<file path="src/rtl/ibf_pkg.sv">
package ibf_pkg;
  typedef enum logic [2:0] {
    S_IDLE,
    S_REQ,
    S_ADDR,
    S_DATA,
    S_GAP,
    S_REL
  } ibf_state_e;
endpackage

</file>
<file path="src/rtl/ibf_ctrl.sv">
module ibf_ctrl
  import ibf_pkg::*;
#(
  parameter int TEN_WIDE   = 4,
  parameter int TEN_NARROW = 3,
  parameter int WORDS_WIDE = 7,
  parameter int CW         = $clog2(2*TEN_WIDE+1)
) (
  input  logic          clk_i,
  input  logic          rst_ni,
  input  logic          start_i,
  input  logic          wide_i,
  input  logic          burst_i,
  input  logic          gnt_i,
  input  logic          rvalid_i,
  output logic          req_o,
  output logic          frame_o,
  output logic          aphase_o,
  output logic          busy_o,
  output logic          done_o,
  output logic          load_o,
  output logic          accept_o,
  output logic          store_o,
  output logic          burst_q_o,
  output logic [CW-1:0] idx_o
);
  localparam logic [CW-1:0] LAST_WIDE   = CW'(2*TEN_WIDE - 1);
  localparam logic [CW-1:0] LAST_NARROW = CW'(2*TEN_NARROW - 1);
  localparam logic [CW-1:0] KEEP_WIDE   = CW'(WORDS_WIDE);
  localparam logic [CW-1:0] KEEP_NARROW = CW'(2*TEN_NARROW);

  ibf_state_e state_q, state_d;
  logic [CW-1:0] cnt_q;
  logic wide_q, burst_q, beat_q, done_q;
  logic last_beat;

  assign accept_o  = (state_q == S_DATA) && rvalid_i;
  assign last_beat = accept_o && (cnt_q == (wide_q ? LAST_WIDE : LAST_NARROW));
  // surplus reads still run on the bus but are not written
  assign store_o   = accept_o && (cnt_q < (wide_q ? KEEP_WIDE : KEEP_NARROW));
  assign load_o    = (state_q == S_IDLE) && start_i;

  always_comb begin
    state_d = state_q;
    unique case (state_q)
      S_IDLE: if (start_i) state_d = S_REQ;
      S_REQ:  if (gnt_i) state_d = S_ADDR;
      S_ADDR: state_d = S_DATA;
      S_DATA: if (accept_o) begin
        if (last_beat)      state_d = S_IDLE;
        else if (beat_q)    state_d = S_REL;
        else if (!burst_q)  state_d = S_GAP;
      end
      S_GAP:  state_d = S_ADDR;
      S_REL:  state_d = S_REQ;
      default: state_d = S_IDLE;
    endcase
  end

  always_ff @(posedge clk_i or negedge rst_ni) begin
    if (!rst_ni) begin
      state_q <= S_IDLE;
      cnt_q   <= '0;
      wide_q  <= 1'b0;
      burst_q <= 1'b0;
      beat_q  <= 1'b0;
      done_q  <= 1'b0;
    end else begin
      state_q <= state_d;
      done_q  <= last_beat;
      if (load_o) begin
        cnt_q   <= '0;
        wide_q  <= wide_i;
        burst_q <= burst_i;
        beat_q  <= 1'b0;
      end else if (accept_o) begin
        cnt_q  <= cnt_q + 1'b1;
        beat_q <= ~beat_q;
      end
    end
  end

  assign req_o     = (state_q == S_REQ) || (state_q == S_ADDR) ||
                     (state_q == S_DATA) || (state_q == S_GAP);
  assign frame_o   = (state_q == S_ADDR) || (state_q == S_DATA);
  assign aphase_o  = (state_q == S_ADDR);
  assign busy_o    = (state_q != S_IDLE);
  assign done_o    = done_q;
  assign burst_q_o = burst_q;
  assign idx_o     = cnt_q;
endmodule

</file>
<file path="src/rtl/ibf_addr_gen.sv">
module ibf_addr_gen #(
  parameter int ADDR_W = 32
) (
  input  logic              clk_i,
  input  logic              rst_ni,
  input  logic              load_i,
  input  logic [ADDR_W-1:0] base_i,
  input  logic              accept_i,
  input  logic              burst_i,
  output logic [ADDR_W-1:0] addr_o
);
  localparam logic [ADDR_W-1:0] STEP = ADDR_W'(4);
  logic [ADDR_W-1:0] addr_q;

  always_ff @(posedge clk_i or negedge rst_ni) begin
    if (!rst_ni)       addr_q <= '0;
    else if (load_i)   addr_q <= base_i;
    else if (accept_i) addr_q <= addr_q + STEP;
  end

  // burst address phase signals linear order through zero low bits
  assign addr_o = burst_i ? {addr_q[ADDR_W-1:2], 2'b00} : addr_q;
endmodule

</file>
<file path="src/rtl/ibf_regfile.sv">
module ibf_regfile #(
  parameter int DATA_W = 32,
  parameter int DEPTH  = 8,
  parameter int IW     = $clog2(DEPTH)
) (
  input  logic              clk_i,
  input  logic              rst_ni,
  input  logic              we_i,
  input  logic [IW-1:0]     widx_i,
  input  logic [DATA_W-1:0] wdata_i,
  input  logic [IW-1:0]     ridx_i,
  output logic [DATA_W-1:0] rdata_o
);
  logic [DATA_W-1:0] mem_q [DEPTH];

  for (genvar g = 0; g < DEPTH; g++) begin : g_ent
    always_ff @(posedge clk_i or negedge rst_ni) begin
      if (!rst_ni)                         mem_q[g] <= '0;
      else if (we_i && widx_i == IW'(g))   mem_q[g] <= wdata_i;
    end
  end

  assign rdata_o = mem_q[ridx_i];
endmodule

</file>
<file path="src/rtl/ib_fetch_seq.sv">
module ib_fetch_seq #(
  parameter int ADDR_W     = 32,
  parameter int DATA_W     = 32,
  parameter int TEN_WIDE   = 4,
  parameter int TEN_NARROW = 3,
  parameter int WORDS_WIDE = 7,
  parameter int DEPTH      = 2*TEN_WIDE,
  parameter int IW         = $clog2(DEPTH)
) (
  input  logic              clk_i,
  input  logic              rst_ni,
  input  logic              start_i,
  input  logic [ADDR_W-1:0] base_i,
  input  logic              wide_i,
  input  logic              burst_i,
  output logic              busy_o,
  output logic              done_o,
  output logic              req_o,
  input  logic              gnt_i,
  output logic              frame_o,
  output logic              aphase_o,
  output logic [ADDR_W-1:0] addr_o,
  input  logic              rvalid_i,
  input  logic [DATA_W-1:0] rdata_i,
  input  logic [IW-1:0]     rd_idx_i,
  output logic [DATA_W-1:0] rd_data_o
);
  localparam int CW = $clog2(2*TEN_WIDE+1);

  logic          load, accept, store, burst_q;
  logic [CW-1:0] idx;

  ibf_ctrl #(
    .TEN_WIDE(TEN_WIDE), .TEN_NARROW(TEN_NARROW),
    .WORDS_WIDE(WORDS_WIDE), .CW(CW)
  ) u_ctrl (
    .clk_i, .rst_ni, .start_i, .wide_i, .burst_i, .gnt_i, .rvalid_i,
    .req_o, .frame_o, .aphase_o, .busy_o, .done_o,
    .load_o(load), .accept_o(accept), .store_o(store),
    .burst_q_o(burst_q), .idx_o(idx)
  );

  ibf_addr_gen #(.ADDR_W(ADDR_W)) u_addr (
    .clk_i, .rst_ni, .load_i(load), .base_i, .accept_i(accept),
    .burst_i(burst_q), .addr_o
  );

  ibf_regfile #(.DATA_W(DATA_W), .DEPTH(DEPTH), .IW(IW)) u_rf (
    .clk_i, .rst_ni, .we_i(store), .widx_i(idx[IW-1:0]), .wdata_i(rdata_i),
    .ridx_i(rd_idx_i), .rdata_o(rd_data_o)
  );
endmodule

</file>
<file path="config.mk">
export PLATFORM = sky130hd
export DESIGN_NAME = ib_fetch_seq
export DESIGN_NICKNAME = d
export VERILOG_FILES = /design/src/rtl/ibf_pkg.sv /design/src/rtl/ibf_ctrl.sv /design/src/rtl/ibf_addr_gen.sv /design/src/rtl/ibf_regfile.sv /design/src/rtl/ib_fetch_seq.sv
export SDC_FILE = /design/constraint.sdc
export NUM_CORES = 1
export LEC_CHECK = 0
export ABC_CLOCK_PERIOD_IN_PS = 2700
export BUFFER_PORTS_ARGS = -buffer_cell sky130_fd_sc_hd__clkbuf_2
export CAP_MARGIN = 0
export CORE_UTILIZATION = 61
export CTS_BUF_LIST = sky130_fd_sc_hd__clkbuf_4
export DETAILED_ROUTE_END_ITERATION = 10
export PLACE_DENSITY = 0.82
export SYNTH_ARGS = -nofsm -noshare
export SYNTH_HDL_FRONTEND = slang
export SYNTH_SLANG_ARGS = --single-unit
</file>
<file path="constraint.sdc">
create_clock -name clk_i -period 2.7 [get_ports clk_i]
set_clock_uncertainty 0.2 [all_clocks]
set_input_delay 0.27 -clock clk_i [delete_from_list [all_inputs] [get_ports clk_i]]
set_output_delay 0.27 -clock clk_i [all_outputs]
set_load 0.01 [all_outputs]
</file>
==> summary.md, run 1 <==
| Metric | Value |
|---|---|
| Clock root cell | clkbuf_4 |
| Die Span X | between 150 and 200 um |
| Kind of cell adding the most delay to the critical path | multiplexers |
| Top cells by area, synth | dfrtp_1 (53%), mux2_2 (23%), mux4_2 (10%), buf_4 (1.7%), nand2_1 (1.3%) |
| Initial Util | 62.1% |
| Slew margin rel. | between 40 and 50% |
| Required @ worst endpoint | about 2.2 ns |
| Post-route minimum period | 2.46 ns |
| Outcome | finished clean |
| Largest net degree at the start of global routing | 74 |
| Seq/Total Area, Yosys | a little over half |
| Nets@finish | between 1,000 and 1,500 |
| Min-Delay Path Depth | 4 |
| Final Cycle Share | approximately nine tenths |
| Setup bufs post-CTS | 0 |
| Max incr delay on CP | slightly below 0.5 ns |
| Number of CTS-inserted buffers | 76 |
| Combinational Power Share | just under 30% |
| Core area | between 0.02 and 0.025 mm2 |
| Area fraction of the dominant cell type after synthesis | a little over half |
| Pint | about 0.011 W |
| Post-synth EDFFs | 0 |
| Maximum vdd drop | approximately 0.00056 V |
| Post-synthesis cell area | around 0.014 mm2 |
| Post-Syn Instances | 976 |
| Post-route cell area | between 0.015 and 0.02 mm2 |
| Critical-path top delay cell | mux4_2 |
| CTS tree | yes |
| Die Span Y | 154 um |
| All-Layer GR Usage | around 28% |
| DRC Markers | 0 |
| CP startpoint kind | register |
| Clk_lat worst skew | 0.67 ns |
| H-Tree Level Count | 3 |
| Synthesized area per cell | between 10 and 15 um2 |
| CP Data Arrival Time | around 2 ns |
| Pwr/cell area | a little over 900 mW/mm2 |
| Final GP Congestion | approximately 0.84 |
| Worst Setup End Kind | primary output |
| Io pins | ~140 |
| DRT met1 WL | 13,400 um |
| Crit path cell chain | mux4_2 -> mux2_2 -> clkbuf_2 |
| DP Area | 0.0150 mm2 |
| Sequential fraction of design power | roughly 46% |
| Worst reg-to-reg path cell count | 7 |
| Routed length on met2 | roughly 16,000 um |
| Pre-CTS setup slack | between 0.3 and 0.4 ns |
| Setup CP Type | register to primary output |
| Number of buffers added on ports | 142 |
| Most common cell in the synthesized netlist | dfrtp_1 |
| Final Max Slew Viols | 0 |
| Clock Pin Slew Worst Setup and Hold Paths | 0.07 ns |
| Setup ws final | between 0.2 and 0.25 ns |
| Synth cell count leaders | dfrtp_1 (299), mux2_2 (288), mux4_2 (64) |
| Final ANT Viol Nets | 0 |
| Pleak | between 8 and 9 nW |
| Max Cap Viol | 0 |
| Routed WL per cell | a little over 20 um |
| Fmax | 406 MHz |
| Total gr overflow | 0 |
| Via count of the routed design | about 9,300 |
| Unique cell type count in the Yosys netlist | around 40 |
| Vias per std cell | 5.93 |
| Area leader, netlist | dfrtp_1 |
| Final setup fails | 0 |
| Syn nets | 1,057 |
| Total iterations of the first detailed-routing run | 5 |
| Cell count along the critical path | 3 |
| First-pass GRT wire length | 50,800 um |
| Sink Count | between 200 and 300 |
| Clock power share | between 20% and 30% |
| Synthesized flop and latch total | 299 |
| DR iter-0 viols | approximately 430 |
| Share of cells above drive strength 1 | 51.7% |
| Hold-fix buffers, CTS | 88 |
| Drt total wl | roughly 32,000 um |
| Main synth FF type | dfrtp_1 |
| Area grow syn2layout | 20.3% |
| Row cnt | between 50 and 60 |
| Synth async-reset ratio | between 90% and 100% |
| Clk buf depth | 3 |
| Hold Path Class | input port to register |
| Setup TNS | 0 ns |
| Synthesis Warnings | 0 |
| DIE AREA | between 0.02 and 0.025 mm2 |
| RSZ-0062 raised after global routing | false |
| WP buf/inv | 1 |
| Number of global-route vias before repair | 9,918 |
| Switching Fraction | about 30% |
| WL met3 | ~1300 um |
| CTS-repair resized insts | 0 |
| Least-Margin Pin Slew | around 0.84 ns |
| Final hold viol count | 0 |
| Largest fanout on the critical path | 2 |
| DR top layer | met4 |
| Post-DP HPWL | approximately 19,000 um |
| Initial antenna violation count | 1 |
| Switch Pwr | approximately 0.0047 W |
[power groups by stage]
stage / clock network (W) / registers (W) / logic [W]
floorplan: 0 / 0.00673 / 0.00347
global placement: 0 / 0.00702 / 0.00414
detailed placement: 0 / 0.00712 / 0.00430
CTS: 0.00389 / 0.00705 / 0.00447
global route: 0.00415 / 0.00727 / 0.00484
finish: 0.00380 / 0.00711 / 0.00448
[final cells by class]
class | instances | area (um2)
sequential | 299 | 7480
multi-input combinational | 579 | 6070
fill | 1397 | 5690
timing repair buffer | 264 | 1990
clock buffer | 108 | 811
tap | 285 | 357
clock inverter | 17 | 128
inverter | 9 | 33.8
antenna | 1 | 2.50
[routing by layer]
metal / GRT usage (%) / up-vias
li1: - / 4156
met1: 35.8 / 4793
met2: 47.0 / 261
met3: 4.88 / 58
met4: 10.3 / 0
met5: 0 / -
[cells by family (layout without fill, tap and decap cells)]
family          Yosys count  in the layout  share of synthesized area (%)
mux                     353            353                           33.5
xor+xnor                 13             13                          0.812
flops                   299            299                           53.3
compound gates           60             60                           2.78
other cells               0              1                              0
buf+inv                  98            398                           3.52
fa+ha+maj                 7              7                          0.624
simple gates            146            146                           5.45
[final timing paths]
kind	from	end	slack, ns
worst max-delay path	u_rf.mem_q[142]$_DFFE_PN0P_	rd_data_o[14]	0.24
worst min-delay path	base_i[20]	u_addr.addr_q[20]$_DFFE_PN0P_	0.21
worst max register to register	u_ctrl.state_q[1]$_DFFE_PN0P_	u_rf.mem_q[233]$_DFFE_PN0P_	0.27
worst min register to register	u_addr.addr_q[1]$_DFFE_PN0P_	u_addr.addr_q[1]$_DFFE_PN0P_	0.28
max in group asynchronous	rst_ni	u_ctrl.wide_q$_DFFE_PN0P_	1.34
min in group asynchronous	rst_ni	u_rf.mem_q[109]$_DFFE_PN0P_	0.56
[tightest hold or removal path: cells and delay by family]
family          cells  cell delay, ns
compound gates      1            0.04
simple gates        1            0.09
buf+inv             2            0.63
[metrics by stage]
step / hold WS (ns) / util, % / std cells / total power [W]
6_report: 0.206 / 74.8 / 1562 / 0.0154
4_1_cts: 0.167 / 74.8 / 1561 / 0.0154
3_3_place_gp: 0.00763 / 66.7 / 1348 / 0.0112
3_5_place_dp: 0.00380 / 66.7 / 1348 / 0.0114
2_1_floorplan: -0.226 / - / 976 / 0.0102
5_1_grt: 0.190 / 74.8 / 1562 / 0.0163
[cells in the final DEF (no fill, tap or decap), drive strengths merged, types with 7 or more instances in the layout]
cell,synthesis,layout
mux2,288,288
nand3,10,10
clkinv,0,11
mux4,64,64
clkbuf,25,247
nand2,48,48
or4,19,19
nor2,27,27
dlygate4sd3,0,87
ha,7,7
o21ai,15,15
nand4,9,9
buf,64,38
o31ai,15,15
a31oi,20,20
dfrtp,299,299
xnor2,8,8
inv,9,12
[state kept, by name, indices dropped and copies added (netlist names)]
name              count
u_ctrl.wide_q         1
u_ctrl.burst_q_o      1
u_rf.mem_q          256
u_ctrl.state_q        3
u_addr.addr_q        32
u_ctrl.beat_q         1
u_ctrl.idx_o          4
u_ctrl.done_o         1
Note: power is estimated with default switching activity, not from simulation.
==> run 2, diff against run 1 <==
--- a/config.mk
+++ b/config.mk
@@ -5,13 +5,13 @@
 export SDC_FILE = /design/constraint.sdc
 export NUM_CORES = 1
 export LEC_CHECK = 0
-export ABC_CLOCK_PERIOD_IN_PS = 2700
+export ABC_CLOCK_PERIOD_IN_PS = 3200
 export BUFFER_PORTS_ARGS = -buffer_cell sky130_fd_sc_hd__clkbuf_2
 export CAP_MARGIN = 0
-export CORE_UTILIZATION = 61
+export CORE_UTILIZATION = 66
 export CTS_BUF_LIST = sky130_fd_sc_hd__clkbuf_4
 export DETAILED_ROUTE_END_ITERATION = 10
-export PLACE_DENSITY = 0.82
+export PLACE_DENSITY = 0.88
 export SYNTH_ARGS = -nofsm -noshare
 export SYNTH_HDL_FRONTEND = slang
 export SYNTH_SLANG_ARGS = --single-unit
==> constraint.sdc (replaced) <==
create_clock -name clk_i -period 3.2 [get_ports clk_i]
set_clock_uncertainty 0.2 [all_clocks]
set_input_delay 0.32 -clock clk_i [delete_from_list [all_inputs] [get_ports clk_i]]
set_output_delay 0.32 -clock clk_i [all_outputs]
set_load 0.01 [all_outputs]
==> summary.md, run 2 (synthesis gave the netlist of run 1 again) <==
| Metric | Value |
|---|---|
| Outcome | finished clean |
| Max Cap Viol | 0 (unchanged) |
| Share of cells above drive strength 1 | 50.9% (-0.80 points) |
| DRC Markers | 0 (unchanged) |
| Post-DP HPWL | 18,300 um (-1.1%) |
| Io pins | 143 (unchanged) |
| Clk buf depth | 3 (unchanged) |
| First-pass GRT wire length | 52,400 um (+3.0%) |
| Met2 usage | 53.5% (+6.5 points) |
| Multi-input logic area | 0.00607 mm2 (unchanged) |
| Hold-fix buffers, CTS | 71 (-19%) |
| Hold Path Class | input port to asynchronous set/reset pin |
| Worst setup path endpoint | u_rf.mem_q[212]$_DFFE_PN0P_ |
| Pwr/cell area | 778 mW/mm2 (-15%) |
| Routed WL per cell | 21.3 um (+5.3%) |
| Max FFs per register | 256 (unchanged) |
| Least-Margin Pin Slew | 0.901 ns (+0.0644 ns) |
| RSZ-0062 raised after global routing | false |
| Reg2reg end | u_rf.mem_q[212]$_DFFE_PN0P_ |
| Core area | 0.0206 mm2 (-8.9%) |
| Final hold slack | 0.0215 ns (-0.185 ns) |
| Fin util | 80.4% (+5.6 points) |
| CTS-repair resized insts | 0 (unchanged) |
| Largest net degree at the start of global routing | 82 (+11%) |
| Final GP Congestion | 0.845 (+0.93%) |
| Total gr overflow | 0 (unchanged) |
| CP Data Arrival Time | 3.03 ns (+1.04 ns) |
| DIE AREA | 0.0218 mm2 (-7.5%) |
| Area grow syn2layout | 17.8% |
| Clock Pin Slew Worst Setup and Hold Paths | 0.06 ns (about the same) |
| Setup bufs post-CTS | 0 (unchanged) |
| Clock root cell | clkbuf_4 |
| Nets@finish | 1,279 (-2.4%) |
| Total iterations of the first detailed-routing run | 6 (+1) |
| Via count of the routed design | 9,373 (+1.1%) |
| Die Span Y | 148 um (-3.8%) |
| Die Span X | 148 um (-3.8%) |
| Commonest non-fill, non-tap cell in the layout | dfrtp_1 |
| GR met3 Demand/Resource | 6.27% (+1.4 points) |
| Met1 usage | 38.9% (+3.1 points) |
| Sink Count | 299 (unchanged) |
| Slew margin rel. | 39.9% (-4.3 points) |
| Worst reg-to-reg path cell count | 5 (-2) |
| Drt total wl | 32,300 um (+2.1%) |
| Final setup fails | 0 (unchanged) |
| Number of buffers added on ports | 142 (unchanged) |
| CTS tree | yes |
| Register with the most flip-flops | u_rf.mem_q |
| Vias per std cell | 6.19 (+4.3%) |
| Setup TNS | 0 ns (unchanged) |
| Most frequent cells in the layout | dfrtp_1 (299), mux2_2 (288), clkbuf_2 (140) |
| Clk_lat worst skew | 0.67 ns (about the same) |
| Number of global-route vias before repair | 10,100 (+2.3%) |
| Number of CTS-inserted buffers | 75 (-1.3%) |
| Required @ worst endpoint | 3.53 ns (+1.30 ns) |
| CP startpoint kind | register |
| H-Tree Level Count | 3 (unchanged) |
| All-Layer GR Usage | 31.3% (+3.6 points) |
| Initial antenna violation count | 1 (unchanged) |
| Final ANT Viol Nets | 0 (unchanged) |
| Worst Setup End Kind | register |
| Initial Util | 68.2% (+6.1 points) |
| Fmax | 371 MHz |
| Largest fanout on the critical path | 25 (+23) |
| R2r setup slk | 0.50 ns (+0.23 ns) |
| DR iter-0 viols | 581 (+37%) |
| Fillers | 1,136 (-19%) |
| Maximum vdd drop | 0.000522 V (-7.0%) |
| GR peak layer | met2 |
| Final hold viol count | 0 (unchanged) |
| Final Cycle Share | 84.3% |
| CP Launch Point | u_ctrl.state_q[1]$_DFFE_PN0P_ |
| Pleak | 7.92 nW (-1.7%) |
| Final Max Slew Viols | 0 (unchanged) |
| Setup CP Type | register to register |
| Post-route minimum period | ~2.7 ns |
| Row cnt | 52 (-5.5%) |
| Reg area | 0.00748 mm2 (unchanged) |
| R2r startpoint | u_ctrl.state_q[1]$_DFFE_PN0P_ |
[run 2: changes by cell type in the layout (fill, tap and decap cells not counted)]
cell | previous run | this run
buf_2 | 1 | 0
buf_4 | 25 | 11
bufinv_16 | 2 | 1
clkbuf_2 | 139 | 140
clkbuf_4 | 108 | 102
clkinv_1 | 8 | 18
clkinv_2 | 2 | 1
clkinv_4 | 1 | 0
clkinvlp_4 | 1 | 0
dlygate4sd3_1 | 87 | 71
inv_2 | 3 | 0
[run 2: report_power, final]
part           switching (W)  internal (W)
Combinational        0.00161       0.00215
Sequential          0.000960       0.00510
Clock                0.00149       0.00155
Total                0.00407       0.00879
[run 2: critical path, stage by stage (launching register included)]
cell and delay (ns):
dfrtp_1 0.55, nand4b_4 0.33, nor3_1 0.53, nand2_2 0.35, buf_12 0.28, mux2_2 0.30
[run 2: metrics by stage]
step                instance area [um2]  setup slack (ns)  std cells  power (W)
finish                            16500             0.504       1514     0.0129
global route                      16500             0.429       1514     0.0136
CTS                               16500             0.572       1513     0.0128
detailed placement                14900             0.607       1320    0.00968
global placement                  14900             0.672       1320    0.00939
floorplan                         14000             0.857        976    0.00861
[run 2: worst min-delay path by stage]
stage	end	slack, ns	cells past startpoint
floorplan	u_addr.addr_q[0]$_DFFE_PN0P_	-0.18	0
global placement	u_addr.addr_q[18]$_DFFE_PN0P_	0.14	1
detailed placement	u_addr.addr_q[18]$_DFFE_PN0P_	0.15	1
CTS	u_ctrl.beat_q$_DFFE_PN0P_	0.008	5
global route	u_rf.mem_q[63]$_DFFE_PN0P_	0.06	2
finish	u_addr.addr_q[18]$_DFFE_PN0P_	0.02	2
[run 2: layout make-up]
type	count	share of cell area, %
Inverter	9	0.204
Timing Repair Buffer	234	10.5
Antenna cell	1	0.0151
Multi-Input combinational cell	579	36.7
Clock buffer	102	4.63
Clock inverter	20	0.621
Tap cell	270	2.04
Sequential cell	299	45.3
[run 2: metal layers]
layer	share of wire, %	up-vias
met4	3.1	0
met5	0	-
met2	51	342
li1	-	4103
met3	4.7	101
met1	41	4827
==> run 3, diff against run 2 <==
--- a/config.mk
+++ b/config.mk
@@ -5,13 +5,13 @@
 export SDC_FILE = /design/constraint.sdc
 export NUM_CORES = 1
 export LEC_CHECK = 0
-export ABC_CLOCK_PERIOD_IN_PS = 3200
+export ABC_CLOCK_PERIOD_IN_PS = 2500
 export BUFFER_PORTS_ARGS = -buffer_cell sky130_fd_sc_hd__clkbuf_2
 export CAP_MARGIN = 0
-export CORE_UTILIZATION = 66
+export CORE_UTILIZATION = 61
 export CTS_BUF_LIST = sky130_fd_sc_hd__clkbuf_4
 export DETAILED_ROUTE_END_ITERATION = 10
-export PLACE_DENSITY = 0.88
+export PLACE_DENSITY = 0.82
 export SYNTH_ARGS = -nofsm -noshare
 export SYNTH_HDL_FRONTEND = slang
 export SYNTH_SLANG_ARGS = --single-unit
==> constraint.sdc (replaced) <==
create_clock -name clk_i -period 2.5 [get_ports clk_i]
set_clock_uncertainty 0.2 [all_clocks]
set_input_delay 0.25 -clock clk_i [delete_from_list [all_inputs] [get_ports clk_i]]
set_output_delay 0.25 -clock clk_i [all_outputs]
set_load 0.01 [all_outputs]
==> summary.md, run 3 (synthesis gave the netlist of run 1 again) <==
| Metric | Value |
|---|---|
| Routed WL per cell | 20.0 um (-6.3%) |
| CP Launch Point | u_rf.mem_q[10]$_DFFE_PN0P_ |
| Final Cycle Share | between 90 and 100% |
| Post-route minimum period | 2.40 ns |
| Post-DP HPWL | 18,200 um (-0.76%) |
| Initial Util | 62.1% (-6.1 points) |
| Clk buf depth | 3 (unchanged) |
| CP Data Arrival Time | 1.95 ns (-1.08 ns) |
| Vias per std cell | 5.93 (-4.2%) |
| Setup bufs post-CTS | 0 (unchanged) |
| Crit path cell chain | mux4_2 -> mux2_2 -> clkbuf_2 |
| Reg2reg end | u_rf.mem_q[154]$_DFFE_PN0P_ |
| Required @ worst endpoint | 2.05 ns (-1.48 ns) |
| First-pass GRT wire length | 52,400 um (+0.12%) |
| Number of CTS-inserted buffers | 79 (+5.3%) |
| Critical-path top delay cell | mux4_2 |
| Final Max Slew Viols | 0 (unchanged) |
| Io pins | 143 (unchanged) |
| Slew margin rel. | 45.3% (+5.4 points) |
| Least-Margin Pin Slew | 0.820 ns (-0.0809 ns) |
| Pwr/cell area | 986 mW/mm2 (+27%) |
| CP startpoint kind | register |
| R2r startpoint | u_ctrl.state_q[2]$_DFFE_PN0P_ |
| Max incr delay on CP | 0.47 ns (-0.08 ns) |
| Maximum vdd drop | 0.000677 V (+30%) |
| Placed Cells | 1,353 (+2.5%) |
| Total gr overflow | 0 (unchanged) |
| DR iter-0 viols | 458 (-21%) |
| Worst Setup End Kind | primary output |
| CTS tree | yes |
| Largest net degree at the start of global routing | 72 (-12%) |
| Max Cap Viol | 0 (unchanged) |
| Outcome | finished clean |
| H-Tree Level Count | 3 (unchanged) |
| Final setup fails | 0 (unchanged) |
| Largest fanout on the critical path | 2 (-92%) |
| Final ANT Viol Nets | 0 (unchanged) |
| Drt total wl | 31,200 um (-3.1%) |
| Clk_lat worst skew | 0.66 ns (about the same) |
| Number of global-route vias before repair | 10,200 (+0.94%) |
| Pleak | 8.07 nW (+1.8%) |
| R2r setup slk | 0.16 ns (-0.34 ns) |
| Most frequent cells in the layout | dfrtp_1 (299), mux2_2 (288), clkbuf_2 (139) |
| RSZ-0062 raised after global routing | false |
| Fmax | between 400 and 500 MHz |
| Worst setup path endpoint | rd_data_o[10] |
| Hold Path Class | input port to register |
| Area grow syn2layout | 20.4% |
| Setup CP Type | register to primary output |
| DIE AREA | 0.0236 mm2 (+8.1%) |
| Worst reg-to-reg path cell count | 6 (+1) |
| DRC Markers | 0 (unchanged) |
| Die Span X | 154 um (+4.0%) |
| Final hold viol count | 0 (unchanged) |
| Share of cells above drive strength 1 | 51.8% (+0.91 points) |
| Number of buffers added on ports | 142 (unchanged) |
| Final GP Congestion | 0.833 (-1.5%) |
| Setup TNS | 0 ns (unchanged) |
| Non-Filler Instances | 1,566 (+3.4%) |
| Via count of the routed design | 9,291 (-0.87%) |
| Commonest non-fill, non-tap cell in the layout | dfrtp_1 |
| Clock Pin Slew Worst Setup and Hold Paths | 0.07 ns (about the same) |
| Clock root cell | clkbuf_4 |
| Die Span Y | 154 um (+4.0%) |
| All-Layer GR Usage | 28.4% (-2.9 points) |
| Total iterations of the first detailed-routing run | 5 (-1) |
| Nets@finish | 1,312 (+2.6%) |
| Initial antenna violation count | 2 (+1) |
| Row cnt | 55 (+5.8%) |
| Sink Count | 299 (unchanged) |
| Max FFs per register | 256 (unchanged) |
| Register with the most flip-flops | u_rf.mem_q |
| Core area | 0.0226 mm2 (+9.8%) |
[run 3: changes by cell type in the layout (fill, tap and decap cells not counted), moves of 2 or more]
cell	previous run	this run
dlygate4sd3_1	71	82
clkbuf_4	102	110
buf_4	11	29
clkinv_1	18	16
[run 3: power by group]
part           internal [W]  switching [W]
Sequential          0.00652        0.00110
Clock               0.00221        0.00189
Combinational       0.00284        0.00208
[run 3: how the worst min path moves through the flow]
| stage | startpoint | endpoint | slack (ns) | cells past startpoint |
|---|---|---|---|---|
| after floorplan | rst_ni | u_addr.addr_q[0]$_DFFE_PN0P_ | -0.25 | 0 |
| after global routing | base_i[18] | u_addr.addr_q[18]$_DFFE_PN0P_ | 0.18 | 4 |
| final | base_i[19] | u_addr.addr_q[19]$_DFFE_PN0P_ | 0.20 | 4 |
| after CTS | base_i[19] | u_addr.addr_q[19]$_DFFE_PN0P_ | 0.13 | 4 |
| after detailed placement | rst_ni | u_rf.mem_q[237]$_DFFE_PN0P_ | 0.06 | 1 |
| after global placement | rst_ni | u_rf.mem_q[205]$_DFFE_PN0P_ | 0.06 | 1 |
[run 3: layer usage]
metal	share of wire, %	track usage (%)	vias to the layer above
met5	0	0	-
met4	2.5	11.0	0
met3	4.5	6.00	63
met2	51	48.1	244
met1	42	36.1	4806
li1	-	-	4178
[run 3: what timing repair did]
action,in CTS,in global routing
hold buffers,82,0
gates resized for setup,0,6
setup endpoints to repair,0,8
endpoints found under the hold margin,597,0
[run 3: final cells by class]
cell class / instances / area [um2]
Sequential cell: 299 / 7480
Multi-Input combinational cell: 579 / 6090
Fill cell: 1465 / 5690
Timing Repair Buffer: 263 / 1970
Clock buffer: 110 / 826
Tap cell: 285 / 357
Clock inverter: 19 / 124
Inverter: 9 / 33.8
Antenna cell: 2 / 5.00
[run 3: per-stage QoR]
step	hold slack, ns	instance area, um2	total power (W)	utilization [%]	setup slack [ns]
after global placement	0.0597	15100	0.0121	66.8	0.242
after global routing	0.175	16900	0.0177	74.8	0.0165
after floorplan	-0.246	14000	0.0110	-	0.297
after detailed placement	0.0608	15100	0.0124	66.8	0.185
after CTS	0.135	16900	0.0167	74.7	0.0475
final	0.197	16900	0.0167	74.8	0.101
[run 3: worst max-delay path: cells and delay by family, from the launching register on]
kind	cells	cell delay, ns
buf+inv	1	0.13
flops	1	0.39
mux	2	0.76
